## config.mk

```make
export PLATFORM = sky130hd
export DESIGN_NAME = console_io_regs
export DESIGN_NICKNAME = d
export VERILOG_FILES = /design/src/rtl/console_pkg.sv /design/src/rtl/console_addr_dec.sv /design/src/rtl/console_kbd_port.sv /design/src/rtl/console_disp_port.sv /design/src/rtl/console_mctl_reg.sv /design/src/rtl/console_io_regs.sv
export SDC_FILE = /design/constraint.sdc
export NUM_CORES = 1
export LEC_CHECK = 0
export BUFFER_PORTS_ARGS = -buffer_cell sky130_fd_sc_hd__buf_4
export CAP_MARGIN = 20
export CORE_UTILIZATION = 40
export CTS_CLUSTER_DIAMETER = 120
export DETAILED_ROUTE_END_ITERATION = 7
export PLACE_DENSITY = 0.79
export SYNTH_ARGS = -nofsm -noshare
export SYNTH_HDL_FRONTEND = slang
export SYNTH_HIERARCHICAL = 1
export SYNTH_SLANG_ARGS = --single-unit
```

## constraint.sdc

```tcl
create_clock -name clk -period 2.7 [get_ports clk]
set_clock_uncertainty 0.2 [all_clocks]
set_input_delay 0.54 -clock clk [delete_from_list [all_inputs] [get_ports clk]]
set_output_delay 0.54 -clock clk [all_outputs]
set_load 0.01 [all_outputs]
```

## src/rtl/console_pkg.sv

```systemverilog
// Shared types for the console I/O register block.
// Assumes: one register selected per bus cycle at most.
package console_pkg;
    typedef enum logic [2:0] {
        SEL_NONE,
        SEL_KSTAT,
        SEL_KDATA,
        SEL_DSTAT,
        SEL_DDATA,
        SEL_MCTL
    } reg_sel_e;
endpackage

```

## src/rtl/console_addr_dec.sv

```systemverilog
// Address decoder: maps a bus address onto one register select.
// Assumes: full-width compare; any other address selects nothing.
module console_addr_dec
    import console_pkg::*;
#(
    parameter int          ADDR_W     = 16,
    parameter logic [15:0] KSTAT_ADDR = 16'hFE00,
    parameter logic [15:0] KDATA_ADDR = 16'hFE02,
    parameter logic [15:0] DSTAT_ADDR = 16'hFE04,
    parameter logic [15:0] DDATA_ADDR = 16'hFE06,
    parameter logic [15:0] MCTL_ADDR  = 16'hFFFE
) (
    input  logic [ADDR_W-1:0] addr,
    output reg_sel_e          sel
);
    // Compare the address against each register location.
    always_comb begin
        sel = SEL_NONE;
        if (addr == ADDR_W'(KSTAT_ADDR))      sel = SEL_KSTAT;
        else if (addr == ADDR_W'(KDATA_ADDR)) sel = SEL_KDATA;
        else if (addr == ADDR_W'(DSTAT_ADDR)) sel = SEL_DSTAT;
        else if (addr == ADDR_W'(DDATA_ADDR)) sel = SEL_DDATA;
        else if (addr == ADDR_W'(MCTL_ADDR))  sel = SEL_MCTL;
    end
endmodule

```

## src/rtl/console_kbd_port.sv

```systemverilog
// Keyboard side: captures strobed bytes, keeps the ready flag and the
// interrupt enable. Assumes: a strobe outranks a clearing read.
module console_kbd_port #(
    parameter int CHAR_W = 8
) (
    input  logic              clk,
    input  logic              rst_n,
    input  logic              char_strobe,
    input  logic [CHAR_W-1:0] char_in,
    input  logic              data_rd,
    input  logic              ie_wr,
    input  logic              ie_wbit,
    output logic              ready,
    output logic              ie,
    output logic [CHAR_W-1:0] char_q
);
    // Ready flag: set by a new byte, cleared by a data read.
    always_ff @(posedge clk) begin
        if (!rst_n)           ready <= 1'b0;
        else if (char_strobe) ready <= 1'b1;
        else if (data_rd)     ready <= 1'b0;
    end

    // Byte holder: last byte received.
    always_ff @(posedge clk) begin
        if (!rst_n)           char_q <= '0;
        else if (char_strobe) char_q <= char_in;
    end

    // Interrupt enable: written from the status word.
    always_ff @(posedge clk) begin
        if (!rst_n)     ie <= 1'b0;
        else if (ie_wr) ie <= ie_wbit;
    end
endmodule

```

## src/rtl/console_disp_port.sv

```systemverilog
// Display side: holds one outgoing byte and offers it with valid/ready.
// Assumes: writes while a byte is pending are dropped.
module console_disp_port #(
    parameter int CHAR_W = 8
) (
    input  logic              clk,
    input  logic              rst_n,
    input  logic              chr_wr,
    input  logic [CHAR_W-1:0] chr_wdata,
    input  logic              sink_ready,
    output logic              src_valid,
    output logic [CHAR_W-1:0] src_char,
    output logic              idle
);
    logic accept;
    assign accept = chr_wr && !src_valid;

    // Valid flag: raised by an accepted write, lowered by the handshake.
    always_ff @(posedge clk) begin
        if (!rst_n)                       src_valid <= 1'b0;
        else if (src_valid && sink_ready) src_valid <= 1'b0;
        else if (accept)                  src_valid <= 1'b1;
    end

    // Outgoing byte: loaded only when the port is idle.
    always_ff @(posedge clk) begin
        if (!rst_n)      src_char <= '0;
        else if (accept) src_char <= chr_wdata;
    end

    assign idle = !src_valid;
endmodule

```

## src/rtl/console_mctl_reg.sv

```systemverilog
// Machine control flag: one writable run bit.
// Assumes: reset value chosen so the machine runs after reset.
module console_mctl_reg #(
    parameter logic RUN_RST = 1'b1
) (
    input  logic clk,
    input  logic rst_n,
    input  logic wr,
    input  logic wbit,
    output logic run
);
    // Run flag: loaded from the bus on a write.
    always_ff @(posedge clk) begin
        if (!rst_n)  run <= RUN_RST;
        else if (wr) run <= wbit;
    end
endmodule

```

## src/rtl/console_io_regs.sv

```systemverilog
// Console I/O register block top: decodes bus cycles, multiplexes read
// data and drives the keyboard interrupt request.
// Assumes: combinational read data; side effects at the next rising edge.
module console_io_regs
    import console_pkg::*;
#(
    parameter int          ADDR_W     = 16,
    parameter int          DATA_W     = 16,
    parameter int          CHAR_W     = 8,
    parameter int          PRIO_W     = 3,
    parameter int          VEC_W      = 8,
    parameter int          KBD_PRIO   = 4,
    parameter int          KBD_VEC    = 128,
    parameter logic [15:0] KSTAT_ADDR = 16'hFE00,
    parameter logic [15:0] KDATA_ADDR = 16'hFE02,
    parameter logic [15:0] DSTAT_ADDR = 16'hFE04,
    parameter logic [15:0] DDATA_ADDR = 16'hFE06,
    parameter logic [15:0] MCTL_ADDR  = 16'hFFFE
) (
    input  logic              clk,
    input  logic              rst_n,
    input  logic [ADDR_W-1:0] bus_addr,
    input  logic              bus_rd,
    input  logic              bus_wr,
    input  logic [DATA_W-1:0] bus_wdata,
    output logic [DATA_W-1:0] bus_rdata,
    input  logic              kb_strobe,
    input  logic [CHAR_W-1:0] kb_char,
    output logic              dsp_valid,
    output logic [CHAR_W-1:0] dsp_char,
    input  logic              dsp_ready,
    output logic              run_en,
    output logic              irq_req,
    output logic [PRIO_W-1:0] irq_prio,
    output logic [VEC_W-1:0]  irq_vec
);
    localparam int RDY_BIT = DATA_W - 1;
    localparam int IE_BIT  = DATA_W - 2;

    reg_sel_e          sel;
    logic              kb_ready;
    logic              kb_ie;
    logic [CHAR_W-1:0] kb_char_q;
    logic              dsp_idle;
    logic              wdata_unused;

    assign wdata_unused = ^bus_wdata[IE_BIT-1:CHAR_W];

    console_addr_dec #(
        .ADDR_W(ADDR_W), .KSTAT_ADDR(KSTAT_ADDR), .KDATA_ADDR(KDATA_ADDR),
        .DSTAT_ADDR(DSTAT_ADDR), .DDATA_ADDR(DDATA_ADDR), .MCTL_ADDR(MCTL_ADDR)
    ) dec_i (
        .addr(bus_addr),
        .sel (sel)
    );

    console_kbd_port #(.CHAR_W(CHAR_W)) kbd_i (
        .clk        (clk),
        .rst_n      (rst_n),
        .char_strobe(kb_strobe),
        .char_in    (kb_char),
        .data_rd    (bus_rd && sel == SEL_KDATA),
        .ie_wr      (bus_wr && sel == SEL_KSTAT),
        .ie_wbit    (bus_wdata[IE_BIT]),
        .ready      (kb_ready),
        .ie         (kb_ie),
        .char_q     (kb_char_q)
    );

    console_disp_port #(.CHAR_W(CHAR_W)) disp_i (
        .clk       (clk),
        .rst_n     (rst_n),
        .chr_wr    (bus_wr && sel == SEL_DDATA),
        .chr_wdata (bus_wdata[CHAR_W-1:0]),
        .sink_ready(dsp_ready),
        .src_valid (dsp_valid),
        .src_char  (dsp_char),
        .idle      (dsp_idle)
    );

    console_mctl_reg #(.RUN_RST(1'b1)) mctl_i (
        .clk  (clk),
        .rst_n(rst_n),
        .wr   (bus_wr && sel == SEL_MCTL),
        .wbit (bus_wdata[RDY_BIT]),
        .run  (run_en)
    );

    // Read multiplexer: place the selected register's fields on the bus.
    always_comb begin
        bus_rdata = '0;
        if (bus_rd) begin
            case (sel)
                SEL_KSTAT: begin
                    bus_rdata[RDY_BIT] = kb_ready;
                    bus_rdata[IE_BIT]  = kb_ie;
                end
                SEL_KDATA: bus_rdata[CHAR_W-1:0] = kb_char_q;
                SEL_DSTAT: bus_rdata[RDY_BIT]    = dsp_idle;
                SEL_MCTL:  bus_rdata[RDY_BIT]    = run_en;
                default:   bus_rdata = '0;
            endcase
        end
    end

    assign irq_req  = kb_ready && kb_ie;
    assign irq_prio = PRIO_W'(KBD_PRIO);
    assign irq_vec  = VEC_W'(KBD_VEC);
endmodule

```

==> qor.csv, run 1 <==
stage,metric,value,unit
min_path,HP Class,flop to flop,
yosys,mapped cell area,0.00117,sq mm
yosys,Synth Flop Type,dfxtp_1,
die,Rows,19,
grt,global-route wire length before repair,4710,um
placement,HPWL after detailed placement,2040,um
layout,post-route cell area,0.00172,sq mm
yosys,post-synth top area cell,dfxtp_1,
critical_path,Crit Path Class,input port to primary output,
layout,n_diodes,0,
placement,GP Congestion,0.783,
cts,Sink Count,20,
power,Clock Power Share,29.7,%
layout,footprint of the multi-input gates,683,sq um
critical_path,Critical Path End Type,primary output,
timing,Tcrit/Tclk final,110,%
timing,worst hold slack,0.269,ns
layout,post-layout util,62.5,%
layout,Sequential Area,400,sq um
yosys,Post-Synthesis Cells,130,
placement,pre-CTS WS,-0.298,ns
die,Ports,84,
die,chip width,56.1,um
yosys,post-synth cell types,28,
power,Sw Ratio,23.3,%
drt,WL final,2800,um
timing,Peak Freq,337,MHz
timing,"Hold Vio Cnt, Final",0,
layout,fillcell total,231,
yosys,Synth top area share,34.3,%
power,net load switching power,133,uW
layout,share of cells above drive strength 1,44.6,%
cts,clk buf depth,2,
timing,TNS Setup,-2.36,ns
timing,unrepaired setup endpoints after global routing,true,
yosys,Synth area leaders,"dfxtp_1 34%, mux2i_1 16%, buf_4 12%",
yosys,Syn Area/Cell,8.99,sq um
cts,Worst-Skew Late Latency,0.29,ns
power,Comb pwr share,16.3,%
drt,total number of vias,1067,
timing,Max Slew Vio Count,0,
die,core area,0.00276,sq mm
drt,Routed Antenna Nets,0,
critical_path,R2R Setup Slk,1.59,ns
die,die height,56.1,um
critical_path,CP Max Fanout,5,
yosys,"EDFF count, synth",0,
grt,GRT Overall Usage,18.7,%
drt,DRC,0,
flow_run,Max Cap Viol,0,
die,Initial Util,42.4,%
drt,router iterations before antenna repair,3,
placement,Inst Count DP,220,
run_status,violated checks,setup timing,
power,Lkg Pwr,0.799,nW
placement,PortBufs,60,
grt,antenna violations before repair,0,
run_status,run status,"finished, violations left",
drt,Via density,4.72,
critical_path,startpoint type of the worst setup path,input port,
die,Die ar.,0.00314,sq mm
critical_path,"Req. time, crit path",1.96,ns
drt,Initial DRC Count,28,
drt,DR WL/cell,12.4,um
timing,setup violators final,10,
cts,Num CTS Buffers,3,
cts,TritonCTS clock tree,yes,
timing,setup ws final,-0.268,ns
timing,fin crit period,2.97,ns
power,Power Density,330,mW/mm^2
yosys,yosys warns,6,
layout,area grow syn2layout,47.5,%
layout,fin nets,242,
yosys,Synth Register Bits,20,
placement,Area after DPL,0.00159,sq mm
yosys,register area share after synthesis,34.3,%
grt,largest net degree at the start of global routing,29,
grt,total gr overflow,0,
cts,H-tree levels,1,
power,Max VDD drop,0.240,mV
grt,vias in the first global route,1094,
layout,Non-Filler Instances,226,
yosys,commonest cells in the synthesized netlist,"20 x dfxtp_1, 20 x nand2_1, 19 x mux2i_1, 18 x buf_4, 11 x nor2b_1",
power,Cell Int Power,437,uW
power,Seq pwr share,54.0,%
yosys,asr flop ratio synth,0,%
cts,clk root buf,clkbuf_4,
critical_path,Worst EP arrival,2.23,ns
cts,"CTS clk-pin slew, worst paths",0.10,ns
power,Power Total,570,uW
==> power groups by stage <==
stage	logic, mW	clock network, mW	registers [mW]
after floorplan	0.0590	0	0.312
after global placement	0.0859	0	0.313
after detailed placement	0.0902	0	0.314
after CTS	0.0930	0.176	0.307
after global routing	0.102	0.189	0.309
final	0.0930	0.169	0.308
==> state kept, by name, summed over array words and instances, names as in the netlist <==
signal	flops
disp_i/src_char	8
kbd_i/ie	1
kbd_i/ready	1
mctl_i/run	1
disp_i/src_valid	1
kbd_i/char_q	8
==> worst paths after layout <==
path	from	to	depth (start not counted)
setup / recovery	bus_addr[8]	bus_rdata[6]	8
hold / removal	disp_i/src_char[3]$_SDFFE_PN0P_	disp_i/src_char[3]$_SDFFE_PN0P_	2
setup reg to reg	disp_i/src_valid$_SDFFE_PP0P_	disp_i/src_char[5]$_SDFFE_PN0P_	3
hold reg to reg	disp_i/src_char[3]$_SDFFE_PN0P_	disp_i/src_char[3]$_SDFFE_PN0P_	2
==> timing repair <==
| action | 4_1_cts | 5_1_grt |
|---|---|---|
| pin swaps | 4 | 6 |
| hold buffers | 0 | 0 |
| gates cloned | 1 | 0 |
| buffers inserted | 1 | 0 |
| endpoints found under the setup margin | 10 | 10 |
| resized for setup | 20 | 7 |
==> final cells by class <==
type,instances,share of cell area [%]
Inverter,1,0.218
Sequential cell,20,23.2
Timing Repair Buffer,68,32.6
Clock buffer,4,2.10
Multi-Input combinational cell,102,39.6
Tap cell,31,2.25
==> cells in the final DEF, fill, tap and decap left out, types with 2 or more instances in the layout <==
cell type / synthesis / final
clkbuf_4: 0 / 3
nand4_1: 3 / 3
mux2i_1: 19 / 19
nor2b_1: 11 / 11
dfxtp_1: 20 / 20
nor3_1: 2 / 2
nor2_1: 4 / 4
conb_1: 2 / 17
o21a_1: 3 / 2
nand2_1: 20 / 20
buf_4: 18 / 55
buf_6: 4 / 11
and2_4: 0 / 8
==> layer usage <==
| metal | vias to the layer above | global-route usage [%] | share of wire (%) |
|---|---|---|---|
| met5 | - | 0 | 0 |
| met4 | 0 | 9.76 | 2.8 |
| met3 | 8 | 2.56 | 7.6 |
| met2 | 60 | 34.5 | 51 |
| met1 | 468 | 20.5 | 39 |
| li1 | 531 | - | - |
==> worst max-delay path: stages <==
cell      delay [ns]
buf_6           0.09
or4_4           0.55
nor3_4          0.15
and3_4          0.21
nor4bb_4        0.23
buf_4           0.20
and2_4          0.15
buf_6           0.09
==> logic make-up after synthesis <==
kind of cell | count (synthesis) | share of synthesized area (%)
AND/OR/NAND/NOR | 60 | 29.0
buffers and inverters | 23 | 15.7
flip-flops | 20 | 34.3
multiplexers | 19 | 16.3
AO/OA/AOI/OAI | 5 | 3.32
other | 2 | 0.643
XOR/XNOR | 1 | 0.750
No activity file was read; power rests on OpenSTA's default activity.
==> inputs of run 2 (changes only) <==
--- a/config.mk
+++ b/config.mk
@@ -7,10 +7,9 @@
 export LEC_CHECK = 0
 export BUFFER_PORTS_ARGS = -buffer_cell sky130_fd_sc_hd__buf_4
 export CAP_MARGIN = 20
-export CORE_UTILIZATION = 40
+export CORE_UTILIZATION = 30
 export CTS_CLUSTER_DIAMETER = 120
 export DETAILED_ROUTE_END_ITERATION = 7
-export PLACE_DENSITY = 0.79
 export SYNTH_ARGS = -nofsm -noshare
 export SYNTH_HDL_FRONTEND = slang
 export SYNTH_HIERARCHICAL = 1
==> run 2 against run 1 <==
Against the previous run:
- the flow still finishes with violations (setup timing)
- flip-flop and latch count is the same
- core utilization shrank 14 points
- sequential power is essentially flat
- die area grew 32%
- wire length shrank 2.5%
- via count is the same
- critical endpoint is now bus_rdata[1]
==> qor.csv, run 2 (synthesis gave the netlist of run 1 again) <==
stage,metric,value,unit,change
run_status,run status,"finished, violations left",,unchanged
run_status,violated checks,setup timing,,unchanged
layout,Non-Filler Instances,246,,was 226
die,chip width,64.4,um,was 56.1 um
timing,worst hold slack,0.263,ns,was 0.269 ns
timing,Max Slew Vio Count,0,,unchanged
timing,fin crit period,2.92,ns,was 2.97 ns
power,Power Density,390,mW/mm^2,was 330 mW/mm^2
cts,"CTS clk-pin slew, worst paths",0.07,ns,was 0.10 ns
critical_path,Critical Path End Type,primary output,,unchanged
drt,Routed Antenna Nets,0,,unchanged
layout,post-layout util,48.1,%,was 62.5%
placement,Area after DPL,0.00162,sq mm,was 0.00159 sq mm
placement,Inst Count DP,238,,was 220
critical_path,Worst EP arrival,2.18,ns,was 2.23 ns
drt,DR WL/cell,11.1,um,was 12.4 um
cts,clk buf depth,2,,unchanged
layout,post-route cell area,0.00177,sq mm,was 0.00172 sq mm
layout,fin nets,245,,was 242
cts,H-tree levels,1,,unchanged
grt,total gr overflow,0,,unchanged
grt,GRT Overall Usage,13.7,%,was 18.7%
critical_path,Crit Path Class,input port to primary output,,unchanged
cts,Sink Count,20,,unchanged
die,die height,64.4,um,was 56.1 um
cts,TritonCTS clock tree,yes,,unchanged
layout,n_diodes,0,,unchanged
critical_path,"Req. time, crit path",1.96,ns,about the same
placement,HPWL after detailed placement,2120,um,was 2040 um
drt,total number of vias,1067,,unchanged
die,Initial Util,31.7,%,was 42.4%
placement,pre-CTS WS,-0.297,ns,was -0.298 ns
grt,antenna violations before repair,0,,unchanged
placement,PortBufs,60,,unchanged
min_path,Hold EP,disp_i/src_char[7]$_SDFFE_PN0P_,,was disp_i/src_char[3]$_SDFFE_PN0P_
critical_path,FF-to-FF Start,disp_i/src_valid$_SDFFE_PP0P_,,unchanged
power,Power Total,692,uW,was 570 uW
layout,most frequent cells in the layout,"66 x buf_4, 20 x nand2_1, 20 x dfxtp_1, 19 x mux2i_1, 17 x conb_1",,"was 55 x buf_4, 20 x nand2_1, 20 x dfxtp_1, 19 x mux2i_1, 17 x conb_1"
grt,largest net degree at the start of global routing,29,,unchanged
critical_path,R2R depth,3,,unchanged
timing,"Hold Vio Cnt, Final",0,,unchanged
drt,router iterations before antenna repair,2,,was 3
grt,vias in the first global route,1059,,"was 1,094"
timing,Tcrit/Tclk final,108,%,was 110%
die,Rows,22,,was 19
timing,setup ws final,-0.217,ns,was -0.268 ns
drt,WL final,2730,um,was 2800 um
layout,"most common cell after layout, fill and taps aside",buf_4,,unchanged
drt,Via density,4.34,,was 4.72
drt,Initial DRC Count,21,,was 28
critical_path,CP Max Fanout,9,,was 5
min_path,HP Class,flop to flop,,unchanged
power,Max VDD drop,0.236,mV,was 0.240 mV
cts,Num CTS Buffers,3,,unchanged
timing,TNS Setup,-1.95,ns,was -2.36 ns
flow_run,Max Cap Viol,0,,unchanged
cts,Worst-Skew Late Latency,0.25,ns,was 0.29 ns
timing,Peak Freq,343,MHz,was 337 MHz
die,Ports,84,,unchanged
layout,Largest regs,"disp_i/src_char: 8 flops, kbd_i/char_q: 8 flops",,unchanged
min_path,Hold Path Origin,disp_i/src_char[7]$_SDFFE_PN0P_,,was disp_i/src_char[3]$_SDFFE_PN0P_
min_path,Worst Hold Path Cells,2,,unchanged
power,Lkg Pwr,0.817,nW,was 0.799 nW
critical_path,Reg-to-Reg End,disp_i/src_char[2]$_SDFFE_PN0P_,,was disp_i/src_char[5]$_SDFFE_PN0P_
timing,unrepaired setup endpoints after global routing,true,,unchanged
die,Die ar.,0.00415,sq mm,was 0.00314 sq mm
placement,GP Congestion,0.710,,was 0.783
layout,area grow syn2layout,51.8,%,was 47.5%
die,core area,0.00369,sq mm,was 0.00276 sq mm
critical_path,startpoint type of the worst setup path,input port,,unchanged
timing,setup violators final,10,,unchanged
grt,global-route wire length before repair,4460,um,was 4710 um
drt,DRC,0,,unchanged
layout,share of cells above drive strength 1,44.9,%,was 44.6%
cts,clk root buf,clkbuf_8,,was clkbuf_4
critical_path,R2R Setup Slk,1.61,ns,was 1.59 ns
-- run 2: what timing repair did --
item,CTS,global route
hold buffers,0,0
pin swaps,3,3
gates resized for setup,9,3
buffers inserted,3,1
endpoints found under the setup margin,10,12
-- run 2: worst max-delay path, stage by stage --
cell and delay (ns):
buf_6 0.09, or4_4 0.55, nor3_4 0.14, and3_2 0.20, nor4bb_2 0.21, buf_4 0.20, and2_2 0.14, buf_4 0.11
-- run 2: metal layers --
layer / track usage [%] / share of wire [%] / vias to the layer above
met3: 4.58 / 8.6 / 2
met1: 14.0 / 38 / 488
met4: 4.17 / 0.73 / 0
li1: - / - / 533
met2: 25.8 / 53 / 44
met5: 0 / 0 / -
-- run 2: worst max-delay path by stage --
| stage | startpoint | end | slack, ns | depth (start not counted) |
|---|---|---|---|---|
| floorplan | bus_addr[8] | bus_rdata[15] | 0.02 | 6 |
| global placement | bus_addr[8] | bus_rdata[15] | -0.24 | 8 |
| detailed placement | bus_addr[8] | bus_rdata[15] | -0.30 | 8 |
| CTS | bus_addr[8] | bus_rdata[15] | -0.26 | 8 |
| global route | bus_addr[8] | bus_rdata[7] | -0.31 | 8 |
| finish | bus_addr[8] | bus_rdata[1] | -0.22 | 8 |
-- run 2: cell type report --
class                   instances  area, sq um
flip-flops and latches         20          400
multi-input cells             102          678
repair buffers                 71          561
clock inverters                 1         30.0
fillers                       384         1910
clock buffers                   3         41.3
well taps                      48         60.1
inverters                       1         3.75
-- run 2: report_power, final --
part / switching [mW] / internal [mW]
sequential: 0.00342 / 0.303
combinational: 0.0400 / 0.0518
clock: 0.0960 / 0.198
total: 0.139 / 0.552
==> inputs of run 3 (changes only) <==
--- a/config.mk
+++ b/config.mk
@@ -5,11 +5,13 @@
 export SDC_FILE = /design/constraint.sdc
 export NUM_CORES = 1
 export LEC_CHECK = 0
+export ABC_CLOCK_PERIOD_IN_PS = 2700
 export BUFFER_PORTS_ARGS = -buffer_cell sky130_fd_sc_hd__buf_4
 export CAP_MARGIN = 20
 export CORE_UTILIZATION = 30
 export CTS_CLUSTER_DIAMETER = 120
 export DETAILED_ROUTE_END_ITERATION = 7
+export RECOVER_POWER = 100
 export SYNTH_ARGS = -nofsm -noshare
 export SYNTH_HDL_FRONTEND = slang
 export SYNTH_HIERARCHICAL = 1
==> run 3 against run 2 <==
Against the previous run:
- the flow still finishes with violations (setup timing)
- sequential share of layout area rose by 0.77 points
- critical path depth did not move
- cell area fell by 3.3%
- highest routed layer unchanged
==> qor.csv, run 3 (synthesis gave the netlist of run 1 again) <==
stage,metric,value,unit,change
run_status,run status,"finished, violations left",,unchanged
run_status,violated checks,setup timing,,unchanged
drt,total number of vias,1069,,"was 1,067"
layout,fillcell total,395,,was 384
die,Die ar.,0.00415,sq mm,unchanged
drt,router iterations before antenna repair,2,,unchanged
layout,post-layout util,46.5,%,was 48.1%
critical_path,critical path's most frequent cell,buf_4,,unchanged
cts,Worst-Skew Late Latency,0.25,ns,about the same
drt,Initial DRC Count,23,,was 21
drt,DR WL/cell,11.0,um,was 11.1 um
cts,clk buf depth,2,,unchanged
layout,most frequent cells in the layout,"55 x buf_4, 20 x nand2_1, 20 x dfxtp_1, 19 x mux2i_1, 17 x conb_1",,"was 66 x buf_4, 20 x nand2_1, 20 x dfxtp_1, 19 x mux2i_1, 17 x conb_1"
critical_path,FF-to-FF Start,disp_i/src_valid$_SDFFE_PP0P_,,unchanged
drt,Routed Antenna Nets,0,,unchanged
power,Power Density,403,mW/mm^2,was 390 mW/mm^2
cts,"CTS clk-pin slew, worst paths",0.07,ns,about the same
critical_path,Crit path depth,8,,unchanged
die,core area,0.00369,sq mm,unchanged
die,chip width,64.4,um,unchanged
cts,cts hold-fix bufs,0,,unchanged
timing,setup ws final,-0.215,ns,was -0.217 ns
layout,fin nets,245,,unchanged
critical_path,cell breakdown of the critical path,"buf_6, or4_4, nor3_4, and3_2, nor4bb_2, buf_4, and2_2, buf_4",,unchanged
critical_path,R2R depth,3,,unchanged
timing,Max Slew Vio Count,0,,unchanged
timing,setup violators final,10,,unchanged
die,Rows,22,,unchanged
grt,GRT Overall Usage,13.7,%,unchanged
min_path,HP Class,flop to flop,,unchanged
critical_path,"Slowest-stage cell, CP",or4_4,,unchanged
critical_path,crit path capture,bus_rdata[1],,unchanged
layout,Largest regs,"disp_i/src_char: 8 flops, kbd_i/char_q: 8 flops",,unchanged
layout,"most common cell after layout, fill and taps aside",buf_4,,unchanged
grt,largest net degree at the start of global routing,29,,unchanged
cts,Sink Count,20,,unchanged
grt,total gr overflow,0,,unchanged
critical_path,Top delay family on crit path,simple AND/OR/NAND/NOR gates,,unchanged
critical_path,Crit path buffers/inverters,3,,unchanged
critical_path,origin of the worst setup path,bus_addr[8],,unchanged
timing,fin crit period,2.92,ns,about the same
cts,Num CTS Buffers,3,,unchanged
layout,n_diodes,0,,unchanged
placement,HPWL after detailed placement,2120,um,unchanged
grt,antenna violations before repair,0,,unchanged
power,Max VDD drop,0.236,mV,about the same
critical_path,Critical Path End Type,primary output,,unchanged
grt,vias in the first global route,1059,,unchanged
layout,area grow syn2layout,46.8,%,was 51.8%
cts,H-tree levels,1,,unchanged
timing,Slew Limit Headroom,60.2,%,
drt,DRC,0,,unchanged
timing,Tcrit/Tclk final,108,%,about the same
grt,global-route wire length before repair,4460,um,unchanged
timing,Peak Freq,343,MHz,about the same
timing,unrepaired setup endpoints after global routing,true,,unchanged
cts,TritonCTS clock tree,yes,,unchanged
placement,GP Congestion,0.710,,unchanged
cts,clk root buf,clkbuf_8,,unchanged
layout,share of cells above drive strength 1,38.9,%,was 44.9%
flow_run,Max Cap Viol,0,,unchanged
critical_path,"Req. time, crit path",1.96,ns,about the same
timing,Worst Tran Pin Value,0.597,ns,
drt,Via density,4.35,,was 4.34
critical_path,Reg-to-Reg End,disp_i/src_char[2]$_SDFFE_PN0P_,,unchanged
critical_path,startpoint type of the worst setup path,input port,,unchanged
drt,WL final,2720,um,was 2730 um
die,Initial Util,31.7,%,unchanged
critical_path,R2R Setup Slk,1.49,ns,was 1.61 ns
critical_path,CP Max Fanout,9,,unchanged
placement,PortBufs,60,,unchanged
power,Power Total,691,uW,was 692 uW
critical_path,Crit Path Class,input port to primary output,,unchanged
power,Lkg Pwr,0.767,nW,was 0.817 nW
critical_path,Worst EP arrival,2.18,ns,about the same
die,die height,64.4,um,unchanged
die,Ports,84,,unchanged
timing,"Hold Vio Cnt, Final",0,,unchanged
critical_path,crit-path max cell delay,0.55,ns,about the same
==> run 3: per-stage QoR <==
stage	TNS (ns)	instances	area [sq um]	setup slack, ns	hold WS (ns)
6_report	-1.93	246	1720	-0.215	0.260
5_1_grt	-3.16	246	1720	-0.311	0.286
4_1_cts	-2.31	245	1760	-0.263	0.267
3_5_place_dp	-3.35	238	1620	-0.297	0.252
3_3_place_gp	-2.56	238	1620	-0.243	0.244
2_1_floorplan	0	145	1220	0.0200	0.274
==> run 3: area by class of cell <==
cell class,count,area [sq um],area share [%]
clock buffer,3,41.3,2.41
clock inverter,1,30.0,1.75
inverter,1,3.75,0.219
multi-input combinational,102,676,39.4
sequential,20,400,23.3
tap,48,60.1,3.50
timing repair buffer,71,504,29.4
==> run 3: worst reg2reg max path, delay by kind of cell (launching register included) <==
kind / cells / cell delay, ns
flip-flops: 1 / 0.33
buffers and inverters: 1 / 0.28
multiplexers: 1 / 0.21
AND/OR/NAND/NOR: 1 / 0.11
==> run 3: repair_timing <==
action | 4_1_cts | 5_1_grt
resized for setup | 9 | 3
setup buffers | 3 | 1
pin swaps | 3 | 3
endpoints found under the setup margin | 10 | 12
==> run 3: worst min path at each step <==
stage,start,cells past startpoint,to,slack (ns)
2_1_floorplan,kbd_i/char_q[0]$_SDFFE_PN0P_,2,kbd_i/char_q[0]$_SDFFE_PN0P_,0.27
3_3_place_gp,disp_i/src_char[4]$_SDFFE_PN0P_,2,disp_i/src_char[4]$_SDFFE_PN0P_,0.24
3_5_place_dp,disp_i/src_char[7]$_SDFFE_PN0P_,2,disp_i/src_char[7]$_SDFFE_PN0P_,0.25
4_1_cts,disp_i/src_char[7]$_SDFFE_PN0P_,2,disp_i/src_char[7]$_SDFFE_PN0P_,0.27
5_1_grt,disp_i/src_char[7]$_SDFFE_PN0P_,2,disp_i/src_char[7]$_SDFFE_PN0P_,0.29
6_report,disp_i/src_char[7]$_SDFFE_PN0P_,2,disp_i/src_char[7]$_SDFFE_PN0P_,0.26
==> run 3: power by group <==
part	total, mW	internal, mW	switching [mW]
logic	0.0911	0.0512	0.0399
clock network	0.294	0.198	0.0960
registers	0.306	0.303	0.00345
==> run 3: per-layer routing <==
layer,vias up,GRT usage (%),part of all wire (%)
met5,-,0,0
met4,0,4.17,0.74
met3,2,4.58,8.3
met2,44,25.8,54
met1,489,14.0,37
li1,534,-,-
